### config.mk
export PLATFORM = sky130hd
export DESIGN_NAME = operand_addr_unit
export DESIGN_NICKNAME = d
export VERILOG_FILES = /design/src/rtl/ea_pkg.sv /design/src/rtl/ea_control.sv /design/src/rtl/ea_datapath.sv /design/src/rtl/operand_addr_unit.sv
export SDC_FILE = /design/constraint.sdc
export NUM_CORES = 1
export LEC_CHECK = 0
export ABC_AREA = 1
export BUFFER_PORTS_ARGS = -buffer_cell sky130_fd_sc_hd__buf_2
export CAP_MARGIN = 20
export CORE_UTILIZATION = 40
export DETAILED_ROUTE_END_ITERATION = 8
export GPL_TIMING_DRIVEN = 0
export PLACE_DENSITY = 0.67
export SYNTH_ARGS = -nofsm -noshare
export SYNTH_HDL_FRONTEND = slang
export SYNTH_SLANG_ARGS = --single-unit
export TNS_END_PERCENT = 1
### constraint.sdc
create_clock -name clk -period 3.15 [get_ports clk]
set_clock_uncertainty 0.05 [all_clocks]
set_input_delay 0.315 -clock clk [delete_from_list [all_inputs] [get_ports clk]]
set_output_delay 0.315 -clock clk [all_outputs]
set_load 0.1 [all_outputs]
### src/rtl/ea_pkg.sv
package ea_pkg;

  localparam int MODE_W = 4;

  localparam logic [MODE_W-1:0] MODE_IMM = 4'd0;
  localparam logic [MODE_W-1:0] MODE_ZP  = 4'd1;
  localparam logic [MODE_W-1:0] MODE_ZPX = 4'd2;
  localparam logic [MODE_W-1:0] MODE_ZPY = 4'd3;
  localparam logic [MODE_W-1:0] MODE_ABS = 4'd4;
  localparam logic [MODE_W-1:0] MODE_ABX = 4'd5;
  localparam logic [MODE_W-1:0] MODE_ABY = 4'd6;
  localparam logic [MODE_W-1:0] MODE_IND = 4'd7;
  localparam logic [MODE_W-1:0] MODE_REL = 4'd8;
  localparam logic [MODE_W-1:0] MODE_IZX = 4'd9;
  localparam logic [MODE_W-1:0] MODE_IZY = 4'd10;

  typedef enum logic [2:0] {
    ST_IDLE, ST_OPLO, ST_OPHI, ST_PTRLO, ST_PTRHI, ST_DONE
  } eaState_e;

  typedef enum logic [1:0] {
    SEL_PC, SEL_PTRLO, SEL_PTRHI
  } addrSel_e;

  // Strobes from the sequencer to the datapath
  typedef struct packed {
    logic     latch;
    logic     capOpLo;
    logic     capOpHi;
    logic     capPtrLo;
    logic     capPtrHi;
    addrSel_e addrSel;
  } eaCtrl_t;

  function automatic logic readsOperand(input logic [MODE_W-1:0] m);
    return (m >= MODE_ZP) && (m <= MODE_IZY);
  endfunction

  function automatic logic twoByteOperand(input logic [MODE_W-1:0] m);
    return (m == MODE_ABS) || (m == MODE_ABX) || (m == MODE_ABY) || (m == MODE_IND);
  endfunction

  function automatic logic viaPointer(input logic [MODE_W-1:0] m);
    return (m == MODE_IND) || (m == MODE_IZX) || (m == MODE_IZY);
  endfunction

  function automatic logic usesY(input logic [MODE_W-1:0] m);
    return (m == MODE_ZPY) || (m == MODE_ABY) || (m == MODE_IZY);
  endfunction

  function automatic logic crossMode(input logic [MODE_W-1:0] m);
    return (m == MODE_ABX) || (m == MODE_ABY) || (m == MODE_IZY);
  endfunction

endpackage

### src/rtl/ea_control.sv
module ea_control
  import ea_pkg::*;
(
  input  logic              clk,
  input  logic              rstN,
  input  logic              start,
  input  logic [MODE_W-1:0] modeIn,
  output eaCtrl_t           ctrl,
  output logic [MODE_W-1:0] modeR,
  output logic              busRd,
  output logic              done
);

  eaState_e state, nextState;

  always_ff @(posedge clk or negedge rstN) begin
    if (!rstN) begin
      state <= ST_IDLE;
      modeR <= '0;
    end else begin
      state <= nextState;
      if (ctrl.latch) modeR <= modeIn;
    end
  end

  always_comb begin
    nextState    = state;
    ctrl         = '0;
    ctrl.addrSel = SEL_PC;
    unique case (state)
      ST_IDLE: begin
        if (start) begin
          ctrl.latch = 1'b1;
          nextState  = readsOperand(modeIn) ? ST_OPLO : ST_DONE;
        end
      end
      ST_OPLO: begin
        ctrl.capOpLo = 1'b1;
        if (twoByteOperand(modeR))  nextState = ST_OPHI;
        else if (viaPointer(modeR)) nextState = ST_PTRLO;
        else                        nextState = ST_DONE;
      end
      ST_OPHI: begin
        ctrl.capOpHi = 1'b1;
        nextState    = viaPointer(modeR) ? ST_PTRLO : ST_DONE;
      end
      ST_PTRLO: begin
        ctrl.addrSel  = SEL_PTRLO;
        ctrl.capPtrLo = 1'b1;
        nextState     = ST_PTRHI;
      end
      ST_PTRHI: begin
        ctrl.addrSel  = SEL_PTRHI;
        ctrl.capPtrHi = 1'b1;
        nextState     = ST_DONE;
      end
      ST_DONE: nextState = ST_IDLE;
      default: nextState = ST_IDLE;
    endcase
  end

  assign busRd = (state == ST_OPLO) || (state == ST_OPHI) ||
                 (state == ST_PTRLO) || (state == ST_PTRHI);
  assign done  = (state == ST_DONE);

  // at most one capture strobe per cycle
  p_one_capture_r9: assert property (@(posedge clk) disable iff (!rstN)
    $onehot0({ctrl.capOpLo, ctrl.capOpHi, ctrl.capPtrLo, ctrl.capPtrHi}));

  // a computation in progress never drops straight back to idle
  p_busy_no_abort_r10: assert property (@(posedge clk) disable iff (!rstN)
    busRd |=> (state != ST_IDLE));

endmodule

### src/rtl/ea_datapath.sv
module ea_datapath
  import ea_pkg::*;
#(
  parameter int BYTE_W = 8
) (
  input  logic                clk,
  input  logic                rstN,
  input  eaCtrl_t             ctrl,
  input  logic [MODE_W-1:0]   modeR,
  input  logic [2*BYTE_W-1:0] pcIn,
  input  logic [BYTE_W-1:0]   xIn,
  input  logic [BYTE_W-1:0]   yIn,
  input  logic [BYTE_W-1:0]   busData,
  output logic [2*BYTE_W-1:0] busAddr,
  output logic [2*BYTE_W-1:0] effAddr,
  output logic [2*BYTE_W-1:0] pcOut,
  output logic                pageCross
);

  localparam int ADDR_W = 2 * BYTE_W;

  logic [ADDR_W-1:0] pcR;
  logic [BYTE_W-1:0] xR, yR, opLo, opHi, ptLo, ptHi;

  always_ff @(posedge clk or negedge rstN) begin
    if (!rstN) begin
      pcR  <= '0;
      xR   <= '0;
      yR   <= '0;
      opLo <= '0;
      opHi <= '0;
      ptLo <= '0;
      ptHi <= '0;
    end else begin
      if (ctrl.latch) begin
        pcR <= pcIn;
        xR  <= xIn;
        yR  <= yIn;
      end
      if (ctrl.capOpLo) begin
        opLo <= busData;
        pcR  <= pcR + ADDR_W'(1);
      end
      if (ctrl.capOpHi) begin
        opHi <= busData;
        pcR  <= pcR + ADDR_W'(1);
      end
      if (ctrl.capPtrLo) ptLo <= busData;
      if (ctrl.capPtrHi) ptHi <= busData;
    end
  end

  logic [BYTE_W-1:0] idx, zIdx;
  logic [ADDR_W-1:0] ptrAddr, ptrNext, absBase, ptrWord, baseSum;

  always_comb begin
    idx     = usesY(modeR) ? yR : xR;
    zIdx    = opLo + idx;
    absBase = {opHi, opLo};
    ptrWord = {ptHi, ptLo};
    unique case (modeR)
      MODE_IND: ptrAddr = absBase;
      MODE_IZX: ptrAddr = {{BYTE_W{1'b0}}, zIdx};
      default:  ptrAddr = {{BYTE_W{1'b0}}, opLo};
    endcase
    // second pointer byte stays in the pointer's page
    ptrNext = {ptrAddr[ADDR_W-1:BYTE_W], ptrAddr[BYTE_W-1:0] + BYTE_W'(1)};
    unique case (ctrl.addrSel)
      SEL_PTRLO: busAddr = ptrAddr;
      SEL_PTRHI: busAddr = ptrNext;
      default:   busAddr = pcR;
    endcase
  end

  always_comb begin
    baseSum   = (modeR == MODE_IZY) ? ptrWord : absBase;
    pcOut     = (modeR == MODE_IMM) ? pcR + ADDR_W'(1) : pcR;
    unique case (modeR)
      MODE_IMM:           effAddr = pcR;
      MODE_ZP:            effAddr = {{BYTE_W{1'b0}}, opLo};
      MODE_ZPX, MODE_ZPY: effAddr = {{BYTE_W{1'b0}}, zIdx};
      MODE_ABS:           effAddr = absBase;
      MODE_ABX, MODE_ABY,
      MODE_IZY:           effAddr = baseSum + {{BYTE_W{1'b0}}, idx};
      MODE_IND, MODE_IZX: effAddr = ptrWord;
      MODE_REL:           effAddr = pcR + {{BYTE_W{opLo[BYTE_W-1]}}, opLo};
      default:            effAddr = '0;
    endcase
    pageCross = crossMode(modeR) &&
                (effAddr[ADDR_W-1:BYTE_W] != baseSum[ADDR_W-1:BYTE_W]);
  end

  // the second pointer fetch stays in the page of the first
  p_ptr_same_page_r5: assert property (@(posedge clk) disable iff (!rstN)
    ctrl.capPtrHi |-> busAddr[ADDR_W-1:BYTE_W] == $past(busAddr[ADDR_W-1:BYTE_W]));

  // the high operand byte is read from the address after the low one
  p_operand_order_r3: assert property (@(posedge clk) disable iff (!rstN)
    ctrl.capOpHi |-> busAddr == $past(busAddr) + ADDR_W'(1));

endmodule

### src/rtl/operand_addr_unit.sv
module operand_addr_unit
  import ea_pkg::*;
#(
  parameter int BYTE_W = 8
) (
  input  logic                clk,
  input  logic                rstN,
  input  logic                start,
  input  logic [3:0]          mode,
  input  logic [2*BYTE_W-1:0] pcIn,
  input  logic [BYTE_W-1:0]   xIn,
  input  logic [BYTE_W-1:0]   yIn,
  output logic [2*BYTE_W-1:0] busAddr,
  output logic                busRd,
  input  logic [BYTE_W-1:0]   busData,
  output logic [2*BYTE_W-1:0] effAddr,
  output logic [2*BYTE_W-1:0] pcOut,
  output logic                pageCross,
  output logic                done
);

  localparam int ADDR_W = 2 * BYTE_W;

  eaCtrl_t           ctrl;
  logic [MODE_W-1:0] modeR;

  ea_control uCtrl (
    .clk    (clk),
    .rstN   (rstN),
    .start  (start),
    .modeIn (mode),
    .ctrl   (ctrl),
    .modeR  (modeR),
    .busRd  (busRd),
    .done   (done)
  );

  ea_datapath #(.BYTE_W(BYTE_W)) uPath (
    .clk       (clk),
    .rstN      (rstN),
    .ctrl      (ctrl),
    .modeR     (modeR),
    .pcIn      (pcIn),
    .xIn       (xIn),
    .yIn       (yIn),
    .busData   (busData),
    .busAddr   (busAddr),
    .effAddr   (effAddr),
    .pcOut     (pcOut),
    .pageCross (pageCross)
  );

  // done is a single-cycle pulse with the bus quiet
  p_done_pulse_r9: assert property (@(posedge clk) disable iff (!rstN)
    done |=> !done);
  p_done_no_read_r9: assert property (@(posedge clk) disable iff (!rstN)
    done |-> !busRd);

  // only the indexed-with-carry modes may report a page crossing
  p_cross_modes_r9: assert property (@(posedge clk) disable iff (!rstN)
    (done && pageCross) |-> crossMode(modeR));

  // zero-page results never leave page zero
  p_zp_page0_r2: assert property (@(posedge clk) disable iff (!rstN)
    (done && (modeR == MODE_ZP || modeR == MODE_ZPX || modeR == MODE_ZPY))
      |-> effAddr[ADDR_W-1:BYTE_W] == '0);

  // zero-page pointer fetches stay in page zero
  p_zp_pointer_r7: assert property (@(posedge clk) disable iff (!rstN)
    (busRd && ctrl.addrSel != SEL_PC && (modeR == MODE_IZX || modeR == MODE_IZY))
      |-> busAddr[ADDR_W-1:BYTE_W] == '0);

endmodule

==> results of run 1 <==
## worst max-delay path, delay by kind of cell, from the launching register on
family	cells	cell delay (ns)
buf+inv	4	0.53
fa+ha+maj	3	0.91
compound gates	5	0.71
flops	1	0.45
simple gates	6	0.64
## area by class of cell
class	count	area [µm²]	share of cell area [%]
buffer	27	155.1	1.760
sequential	71	1780	20.20
clock inverter	7	73.82	0.8376
multi-input combinational	782	4647	52.73
clock buffer	9	225.2	2.555
timing repair buffer	130	1102	12.51
inverter	149	559.3	6.346
tap	216	270.3	3.066
## registers in the layout, indices dropped and copies added, names as in the netlist
name	flops
uPath.ptHi	8
uPath.xR	8
uPath.opLo	8
uPath.opHi	8
uCtrl.modeR	4
uCtrl.state	3
uPath.yR	8
uPath.pcR	16
uPath.ptLo	8
## cells in the mapped netlist, types with 4 or more instances
library cell	number
nand2_2	9
nand3_2	4
inv_1	136
nand2_4	4
nand2_1	314
o21ai_2	4
a21oi_1	41
nand3_1	80
nor3_1	6
inv_2	10
or2_2	7
xor2_1	19
o21ai_0	103
nor2_4	5
dfrtp_1	71
o221ai_1	7
o21ai_1	5
o22ai_1	20
nor2_2	6
buf_1	4
buf_2	7
clkbuf_1	14
nor2_1	56
o211ai_1	6
nand3b_1	7
o2111ai_1	5
ha_1	33
nand4_1	9
## routing by layer
metal	wire length, µm	vias to the layer above	GRT usage, %
met4	740	0	11.22
met2	11140	324	47.28
met1	10510	3501	38.30
met3	1678	51	5.660
li1	-	3664	-
met5	0	-	0
## cell families after synthesis
kind of cell,count (synthesis)
and+or+nand+nor,513
buffers and inverters,177
DFF,71
adders and majority gates,36
muxes,1
xor gates and xnor gates,22
AOI/OAI and AO/OA,210
## worst paths after layout
path	start	to	slack (ns)	cells past startpoint
max in group asynchronous	rstN	uCtrl.modeR[2]$_DFFE_PN0P_	2.19	3
setup reg to reg	uCtrl.state[0]$_DFFE_PN0P_	uPath.pcR[2]$_DFFE_PN0P_	0.64	10
hold reg to reg	uPath.yR[6]$_DFFE_PN0P_	uPath.yR[6]$_DFFE_PN0P_	0.43	2
min in group asynchronous	rstN	uPath.pcR[0]$_DFFE_PN0P_	0.26	2
setup / recovery	uCtrl.modeR[3]$_DFFE_PN0P_	busAddr[6]	-0.83	18
hold / removal	yIn[2]	uPath.yR[2]$_DFFE_PN0P_	0.1	3
## per-stage QoR
stage                     cell area [µm²]  setup TNS, ns  utilization [%]  setup slack, ns  cells
after floorplan                      6802         -18.90                -          -0.8203   1030
after global placement               7557         -12.46            47.06           -1.035   1343
after detailed placement             7587         -12.61            47.25           -1.036   1344
after CTS                            8501         -11.54            52.94          -0.7842   1385
after global routing                 8813         -15.55            54.89          -0.9846   1391
final                                8813         -11.53            54.89          -0.8285   1391
## repair_timing
item | 4_1_cts | 5_1_grt
gates resized for setup | 127 | 68
buffers inserted | 24 | 6
pin swaps | 33 | 21
cloned | 1 | 0
hold buffers | 1 | 0
hold endpoints to repair | 12 | 0
endpoints found under the setup margin | 50 | 46
==> flow_summary_export.csv, run 1 <==
group,metric,value,unit
clocking,cts.path.max_buffers,2,
sta,worst_slack,-0.8285,ns
setup_path,cp_cell_sequence,"nor2_4, inv_2, o21ai_4, buf_8, o21ai_4, ha_4, fa_2, nand2_4, o21ai_4, ha_4, and2_4, nand2_2, nor2_4, inv_2, o21ai_1, nand3_1, o211ai_1, buf_6",
synth,ys_warn_count,0,
route,drtPass1Iterations,5,
clocking,cts_made_buffers,9,
synth,synth_top_family_by_area,"simple AND/OR/NAND/NOR gates",
route,route.detailed.drc,0,
final_layout,diodes,0,
final_layout,layout-drive-gt1-share,25.28,%
final_layout,fillers,1541,
floorplanning,start_util,41.34,%
grt,antenna_found_initial,0,
setup_path,critPathMaxFanout,5,
clocking,cts_sinks,71,
setup_path,crit_required,2.78,ns
synth,seq_area_frac_synth,26.76,%
synth,ys_ff_latch,71,
grt,grt_pass1_vias,6975,
route,via_per_inst,5.421,
sta,worstMarginPinSlew,0.7225,ns
setup_path,cp_common_cell,"o21ai_4",
grt,grt_usage,29.16,%
synth,synth-compound-area-share,18.49,%
final_layout,layout_common_cells,"293 x nand2_1, 130 x inv_1, 87 x o21ai_0, 71 x nand3_1, 68 x dfrtp_1",
final_layout,fin_nets,1253,
sta,slew_headroom,51.83,%
final_layout,layout_commonest_cell,"nand2_1",
synth,synthXorXnorAreaFrac,2.902,%
setup_path,cp_slowest_cell,"fa_2",
clocking,htreeDepth,3,
clocking,cts_root_buf,"clkbuf_16",
synth,synth_top_area_share,26.76,%
placed_design,hpwl,17990,µm
synth,synth_top_area_cell,"dfrtp_1",
min_path,hp-class,"input pin to flop",
floorplanning,std_cell_rows,46,
sta,finalHoldViolations,0,
synth,avgSynthCellArea,6.446,µm²
grt,grt_pass1_wl,36920,µm
setup_path,critical_path_class,"flop to output port",
route,wirelength,24070,µm
synth,yosys.area_share.simple,34.07,%
sta,slew_violations,0,
setup_path,crit_arrival,3.61,ns
floorplanning,die_area,17120,µm²
route,route.vias.total,7540,
synth,synth_top_flop_cell,"dfrtp_1",
synth,syn_inst,1030,
route,ant_nets,0,
setup_path,critPathLaunchType,"flop",
sta,period_share,126.3,%
synth,synthMuxAreaShare,0.1696,%
floorplanning,die_x,130.8,µm
outcome,outcome,"finished with violations",
clocking,clkLatencyLatePin,0.36,ns
synth,netlist_area,6639,µm²
synth,syn_nets,1113,
placed_design,gp_congestion,0.9393,
clocking,clk_pin_slew,0.07,ns
synth,synth_area_leaders,"dfrtp_1 27%, nand2_1 18%, o21ai_0 7.8%",
floorplanning,num_io_pins,98,
synth,synth_edf_count,0,
grt,grt_overflow_total,0,
sta,rsz0062_at_grt,"true",
sta,fin_crit,3.979,ns
sta,fmaxAchievable,251.4,MHz
synth,async_reset_ff_share,100.0,%
final_layout,syn_to_final_growth,32.76,%
run,cap_violations,0,
route,drt_iter0_drc,605,
synth,yosysUniqueCellTypes,51,
grt,grt_max_degree,68,
route,routedWlPerCell,17.31,µm
placed_design,port_buffers,97,
floorplanning,die_h,130.8,µm
setup_path,cp-end-kind,"output port",
sta,timing.hold.ws,0.09770,ns
clocking,cts_tree,"done",
synth,synth_adder_area_share,7.124,%
sta,finalSetupViolCount,24,
setup_path,slowest_delay,0.57,ns
outcome,violations,"setup timing",
floorplanning,core,16060,µm²
Power of run 1 is not shown: default switching activity piles up to over one toggle a cycle in this logic, so the estimate is an artifact.
==> inputs of run 2 (changes only) <==
--- a/config.mk
+++ b/config.mk
@@ -11,8 +11,9 @@
 export CORE_UTILIZATION = 40
 export DETAILED_ROUTE_END_ITERATION = 8
 export GPL_TIMING_DRIVEN = 0
-export PLACE_DENSITY = 0.67
+export PLACE_DENSITY = 0.66
 export SYNTH_ARGS = -nofsm -noshare
 export SYNTH_HDL_FRONTEND = slang
+export SYNTH_HIERARCHICAL = 1
 export SYNTH_SLANG_ARGS = --single-unit
 export TNS_END_PERCENT = 1
==> flow_summary_export.csv, run 2 <==
group,metric,value,unit
clocking,cts.path.max_buffers,2,
placed_design,gp_congestion,0.9347,
setup_path,crit_required,2.78,ns
setup_path,critPathLaunchType,"flop",
synth,synth.top_cells.by_count,"316 x nand2_1, 145 x inv_1, 118 x o21ai_0",
final_layout,layout_commonest_cell,"nand2_1",
synth,synth_adder_area_share,7.370,%
synth,netlist_area,6756,µm²
synth,synth_edf_count,0,
setup_path,path_buf_inv,3,
grt,grt_pass1_wl,36760,µm
final_layout,largest_reg_flops,16,
floorplanning,die_h,132.0,µm
outcome,outcome,"finished with violations",
final_layout,layout_common_cells,"302 x nand2_1, 142 x inv_1, 99 x o21ai_0, 73 x nand3_1, 65 x dfrtp_1",
floorplanning,start_util,40.89,%
min_path,whs_path_depth,3,
grt,grt_usage,26.97,%
setup_path,rrSetupSlack,0.70,ns
clocking,cts_tree,"done",
floorplanning,num_io_pins,98,
placed_design,place_ws,-1.331,ns
synth,async_reset_ff_share,100.0,%
synth,synth_top_area_share,26.30,%
synth,synth_top_flop_cell,"dfrtp_1",
route,drtPass1Iterations,5,
clocking,htreeDepth,3,
placed_design,port_buffers,97,
clocking,cts_sinks,71,
setup_path,path_delay_family,"compound AO/OA/AOI/OAI gates",
floorplanning,std_cell_rows,47,
sta,fmaxAchievable,245.1,MHz
final_layout,syn_to_final_growth,31.04,%
setup_path,cp_slowest_cell,"dfrtp_2",
setup_path,cp.depth,19,
sta,worst_slack,-0.9306,ns
setup_path,critical_path_class,"flop to output port",
clocking,cts_made_buffers,9,
route,route.vias.total,7594,
setup_path,ff2ff_path_depth,8,
sta,finalHoldViolations,0,
sta,rsz0062_at_grt,"true",
setup_path,critPathMaxFanout,7,
setup_path,cp-end-kind,"output port",
synth,syn_inst,1055,
clocking,cts_root_buf,"clkbuf_16",
synth,synth_top_family_by_area,"simple AND/OR/NAND/NOR gates",
synth,avgSynthCellArea,6.404,µm²
sta,slew_violations,0,
synth,synth.most_common_cell,"nand2_1",
run,cap_violations,0,
grt,antenna_found_initial,1,
synth,ys_ff_latch,71,
setup_path,cp_cell_sequence,"inv_4, nor2_4, o21ai_4, o21ai_4, buf_8, o21ai_1, ha_1, a21oi_1, nand2_1, a21o_1, nand2_1, nand2_1, nand2_1, nand2_1, o21ai_4, nand2_1, a22oi_1, o22ai_4, buf_4",
route,route.detailed.drc,0,
route,via_per_inst,5.393,
sta,fin_tns_setup,-11.53,ns
synth,synth_area_leaders,"dfrtp_1 26%, nand2_1 18%, o21ai_0 8.7%",
clocking,clk_pin_slew,0.06,ns
grt,grt_overflow_total,0,
final_layout,largest-register,"uPath/pcR",
synth,seq_area_frac_synth,26.30,%
min_path,hp-class,"input pin to flop",
sta,fin_crit,4.081,ns
grt,grt_pass1_vias,6984,
synth,synthXorXnorAreaFrac,2.333,%
setup_path,cp_common_cell,"nand2_1",
sta,finalSetupViolCount,23,
synth,syn_nets,1140,
synth,synth-compound-area-share,18.81,%
sta,period_share,129.5,%
route,wirelength,23230,µm
floorplanning,core,16520,µm²
route,ant_nets,0,
floorplanning,die_x,132.0,µm
grt,grt_max_degree,69,
synth,synthMuxAreaShare,0.8333,%
final_layout,fin_nets,1267,
final_layout,layout-drive-gt1-share,24.26,%
placed_design,hpwl,18220,µm
synth,yosys.area_share.simple,33.91,%
clocking,clkLatencyLatePin,0.34,ns
final_layout,seq_area,1784,µm²
final_layout,multiInputGateArea,4756,µm²
synth,ys_warn_count,6,
sta,slew_headroom,53.94,%
setup_path,crit_arrival,3.72,ns
route,drt_iter0_drc,693,
synth,synth_top_area_cell,"dfrtp_1",
sta,worstMarginPinSlew,0.6908,ns
final_layout,fillers,1666,
floorplanning,die_area,17410,µm²
outcome,violations,"setup timing",
route,routedWlPerCell,16.50,µm
synth,yosysUniqueCellTypes,47,
setup_path,slowest_delay,0.47,ns
## run 2: final timing paths
kind,start,end
worst max register to register,uCtrl/state[1]$_DFFE_PN0P_,uPath/pcR[11]$_DFFE_PN0P_
min in group asynchronous,rstN,uPath/pcR[2]$_DFFE_PN0P_
worst min register to register,uPath/yR[2]$_DFFE_PN0P_,uPath/yR[2]$_DFFE_PN0P_
worst max-delay path,uCtrl/modeR[2]$_DFFE_PN0P_,busAddr[5]
max in group asynchronous,rstN,uCtrl/modeR[0]$_DFFE_PN0P_
worst min-delay path,yIn[7],uPath/yR[7]$_DFFE_PN0P_
## run 2: per-layer routing
metal / up-vias / GRT usage [%] / wire length [µm]
met5: - / 0 / 0
met4: 0 / 8.075 / 565
met3: 38 / 3.768 / 1363
met2: 279 / 45.21 / 10890
met1: 3548 / 35.95 / 10410
li1: 3729 / - / -
## run 2: area by class of cell
cell class	instances	share of cell area [%]
buffer	27	1.569
tap	220	3.109
inverter	156	6.656
clock inverter	6	1.060
antenna	1	0.02826
sequential	71	20.15
multi-input combinational	801	53.72
clock buffer	10	2.586
timing repair buffer	116	11.12
## run 2: cells by family (layout without fill, tap and decap cells)
logic type      Yosys count  in the layout
compound gates          231            231
xor+xnor                 18             18
fa+ha+maj                38             38
buf+inv                 183            315
flops                    71             71
mux                       5              5
other cells               0              1
simple gates            509            509
## run 2: timing repair
item,in CTS,in global routing
endpoints found under the hold margin,9,0
endpoints found under the setup margin,36,39
hold buffers,1,0
resized for setup,135,52
setup buffers,15,2
pin swaps,18,13
## run 2: through the flow
| step | hold slack (ns) | std cells | instance area, µm² | utilization [%] |
|---|---|---|---|---|
| 2_1_floorplan | -0.03059 | 1055 | 6959 | - |
| 3_3_place_gp | 0.4041 | 1372 | 7720 | 46.72 |
| 3_5_place_dp | 0.08161 | 1373 | 7750 | 46.90 |
| 4_1_cts | 0.1048 | 1405 | 8663 | 52.43 |
| 5_1_grt | 0.1215 | 1407 | 8851 | 53.56 |
| 6_report | 0.1174 | 1408 | 8853 | 53.58 |
## run 2: worst register-to-register path: stages (launching register included)
cell and delay (ns):
dfrtp_1 0.44, nor2_2 0.16, nand2_2 0.10, nor2_4 0.34
clkinv_1 0.31, clkbuf_1 0.39, o21ai_0 0.35, o21ai_0 0.13
o21ai_0 0.09
Power of run 2 is left out for the same reason.
==> inputs of run 3 (changes only) <==
--- a/config.mk
+++ b/config.mk
@@ -12,6 +12,7 @@
 export DETAILED_ROUTE_END_ITERATION = 8
 export GPL_TIMING_DRIVEN = 0
 export PLACE_DENSITY = 0.66
+export SKIP_CTS_REPAIR_TIMING = 1
 export SYNTH_ARGS = -nofsm -noshare
 export SYNTH_HDL_FRONTEND = slang
 export SYNTH_HIERARCHICAL = 1
==> flow_summary_export.csv, run 3 (synthesis gave the netlist of run 2 again) <==
group,metric,value,unit
final_layout,multiInputGateArea,4692,µm²
final_layout,final_cells,1405,
setup_path,worstReg2RegStart,"uCtrl/state[1]$_DFFE_PN0P_",
final_layout,layout_common_cells,"301 x nand2_1, 143 x inv_1, 98 x o21ai_0, 72 x nand3_1, 66 x dfrtp_1",
grt,grt_pass1_vias,6824,
floorplanning,die_x,132.0,µm
clocking,clkLatencyLatePin,0.34,ns
sta,timing.hold.ws,0.1142,ns
setup_path,rrSetupSlack,0.72,ns
clocking,cts_made_buffers,9,
setup_path,cp_cell_sequence,"inv_2, nor2_4, o21ai_4, o21ai_4, buf_8, o21ai_1, ha_1, a21oi_1, nand2_1, a21o_1, nand2_1, nand2_1, nand2_1, nand2_1, o21ai_4, nand2_1, a22oi_1, o22ai_4, buf_4",
setup_path,cp.depth,19,
route,route.vias.total,7546,
sta,fmaxAchievable,244.8,MHz
clocking,cts_root_buf,"clkbuf_16",
grt,grt_overflow_total,0,
floorplanning,std_cell_rows,47,
floorplanning,die_h,132.0,µm
setup_path,path_delay_family,"compound AO/OA/AOI/OAI gates",
sta,rsz0062_at_grt,"true",
route,ant_nets,0,
route,drt_iter0_drc,610,
clocking,htreeDepth,3,
final_layout,layout_commonest_cell,"nand2_1",
sta,slew_violations,0,
sta,fin_tns_setup,-14.16,ns
grt,antenna_found_initial,1,
placed_design,gp_congestion,0.9347,
sta,worst_slack,-0.9351,ns
sta,period_share,129.7,%
clocking,cts_tree,"done",
setup_path,r2r_end,"uPath/pcR[11]$_DFFE_PN0P_",
sta,worstMarginPinSlew,1.008,ns
sta,finalHoldViolations,0,
final_layout,fin_nets,1264,
clocking,clk_pin_slew,0.06,ns
setup_path,critical_path_class,"flop to output port",
grt,grt_pass1_wl,35920,µm
route,wirelength,23220,µm
sta,finalSetupViolCount,32,
final_layout,largest_reg_flops,16,
placed_design,hpwl,18220,µm
setup_path,cp_common_cell,"nand2_1",
min_path,hp-class,"input pin to flop",
setup_path,path_buf_inv,3,
setup_path,critPathLaunchType,"flop",
floorplanning,die_area,17410,µm²
setup_path,crit_arrival,3.72,ns
route,routedWlPerCell,16.53,µm
floorplanning,core,16520,µm²
sta,slew_headroom,32.07,%
floorplanning,start_util,40.89,%
floorplanning,num_io_pins,98,
setup_path,cp-startpoint,"uCtrl/modeR[3]$_DFFE_PN0P_",
outcome,violations,"setup timing",
setup_path,crit_required,2.78,ns
clocking,cts.path.max_buffers,2,
grt,grt_max_degree,69,
route,route.detailed.drc,0,
setup_path,ff2ff_path_depth,8,
final_layout,layout-drive-gt1-share,23.23,%
setup_path,critPathMaxFanout,7,
placed_design,place_ws,-1.331,ns
placed_design,port_buffers,97,
setup_path,cp_slowest_cell,"dfrtp_2",
outcome,outcome,"finished with violations",
route,via_per_inst,5.371,
route,drtPass1Iterations,5,
final_layout,largest-register,"uPath/pcR",
placed_design,dp_cells,1373,
run,cap_violations,0,
sta,fin_crit,4.085,ns
clocking,cts_sinks,71,
final_layout,syn_to_final_growth,29.15,%
grt,grt_usage,26.40,%
setup_path,slowest_delay,0.47,ns
setup_path,setup.worst_path.end,"busAddr[5]",
final_layout,fillers,1685,
final_layout,seq_area,1783,µm²
setup_path,cp-end-kind,"output port",
==> run 3: cell count changes in the layout (fill, tap and decap cells not counted), sizes merged <==
cell    delta
buf       -12
clkbuf     +9
==> run 3: area by class of cell <==
cell class                 count  share of cell area, %
multi-input combinational    801                  53.77
sequential                    71                  20.43
tap                          220                  3.155
buffer                        27                  1.620
inverter                     156                  6.711
clock inverter                 6                  1.075
timing repair buffer         113                  10.58
antenna                        1                0.02868
clock buffer                  10                  2.624
==> run 3: how the worst min path moves through the flow <==
| stage | endpoint | startpoint | slack, ns | cells past startpoint |
|---|---|---|---|---|
| 4_1_cts | uPath/pcR[2]$_DFFE_PN0P_ | rstN | -0.28 | 1 |
| 2_1_floorplan | uCtrl/modeR[0]$_DFFE_PN0P_ | rstN | -0.03 | 0 |
| 3_5_place_dp | uPath/pcR[2]$_DFFE_PN0P_ | rstN | 0.08 | 1 |
| 5_1_grt | uPath/yR[3]$_DFFE_PN0P_ | yIn[3] | 0.12 | 3 |
| 3_3_place_gp | uPath/yR[1]$_DFFE_PN0P_ | uPath/yR[1]$_DFFE_PN0P_ | 0.40 | 2 |
| 6_report | uPath/yR[7]$_DFFE_PN0P_ | yIn[7] | 0.11 | 3 |
==> run 3: worst reg2reg max path: stages, from the launching register on <==
cell and delay [ns]:
dfrtp_1 0.45, nor2_2 0.16, nand2_2 0.10, nor2_4 0.34, clkinv_1 0.31, clkbuf_1 0.38
o21ai_0 0.34, o21ai_0 0.12, o21ai_0 0.09
==> run 3: metal layers <==
layer / vias up / track usage [%] / part of all wire (%)
met2: 321 / 43.77 / 47
met4: 0 / 7.752 / 2.1
li1: 3722 / - / -
met5: - / 0 / 0
met1: 3465 / 35.41 / 44
met3: 38 / 4.075 / 7.2
==> run 3: per-stage QoR <==
| stage | cell area, µm² | util, % |
|---|---|---|
| global placement | 7720 | 46.72 |
| CTS | 8073 | 48.85 |
| detailed placement | 7750 | 46.90 |
| global route | 8723 | 52.79 |
| finish | 8726 | 52.81 |
| floorplan | 6959 | - |
Power of run 3 is left out for the same reason.
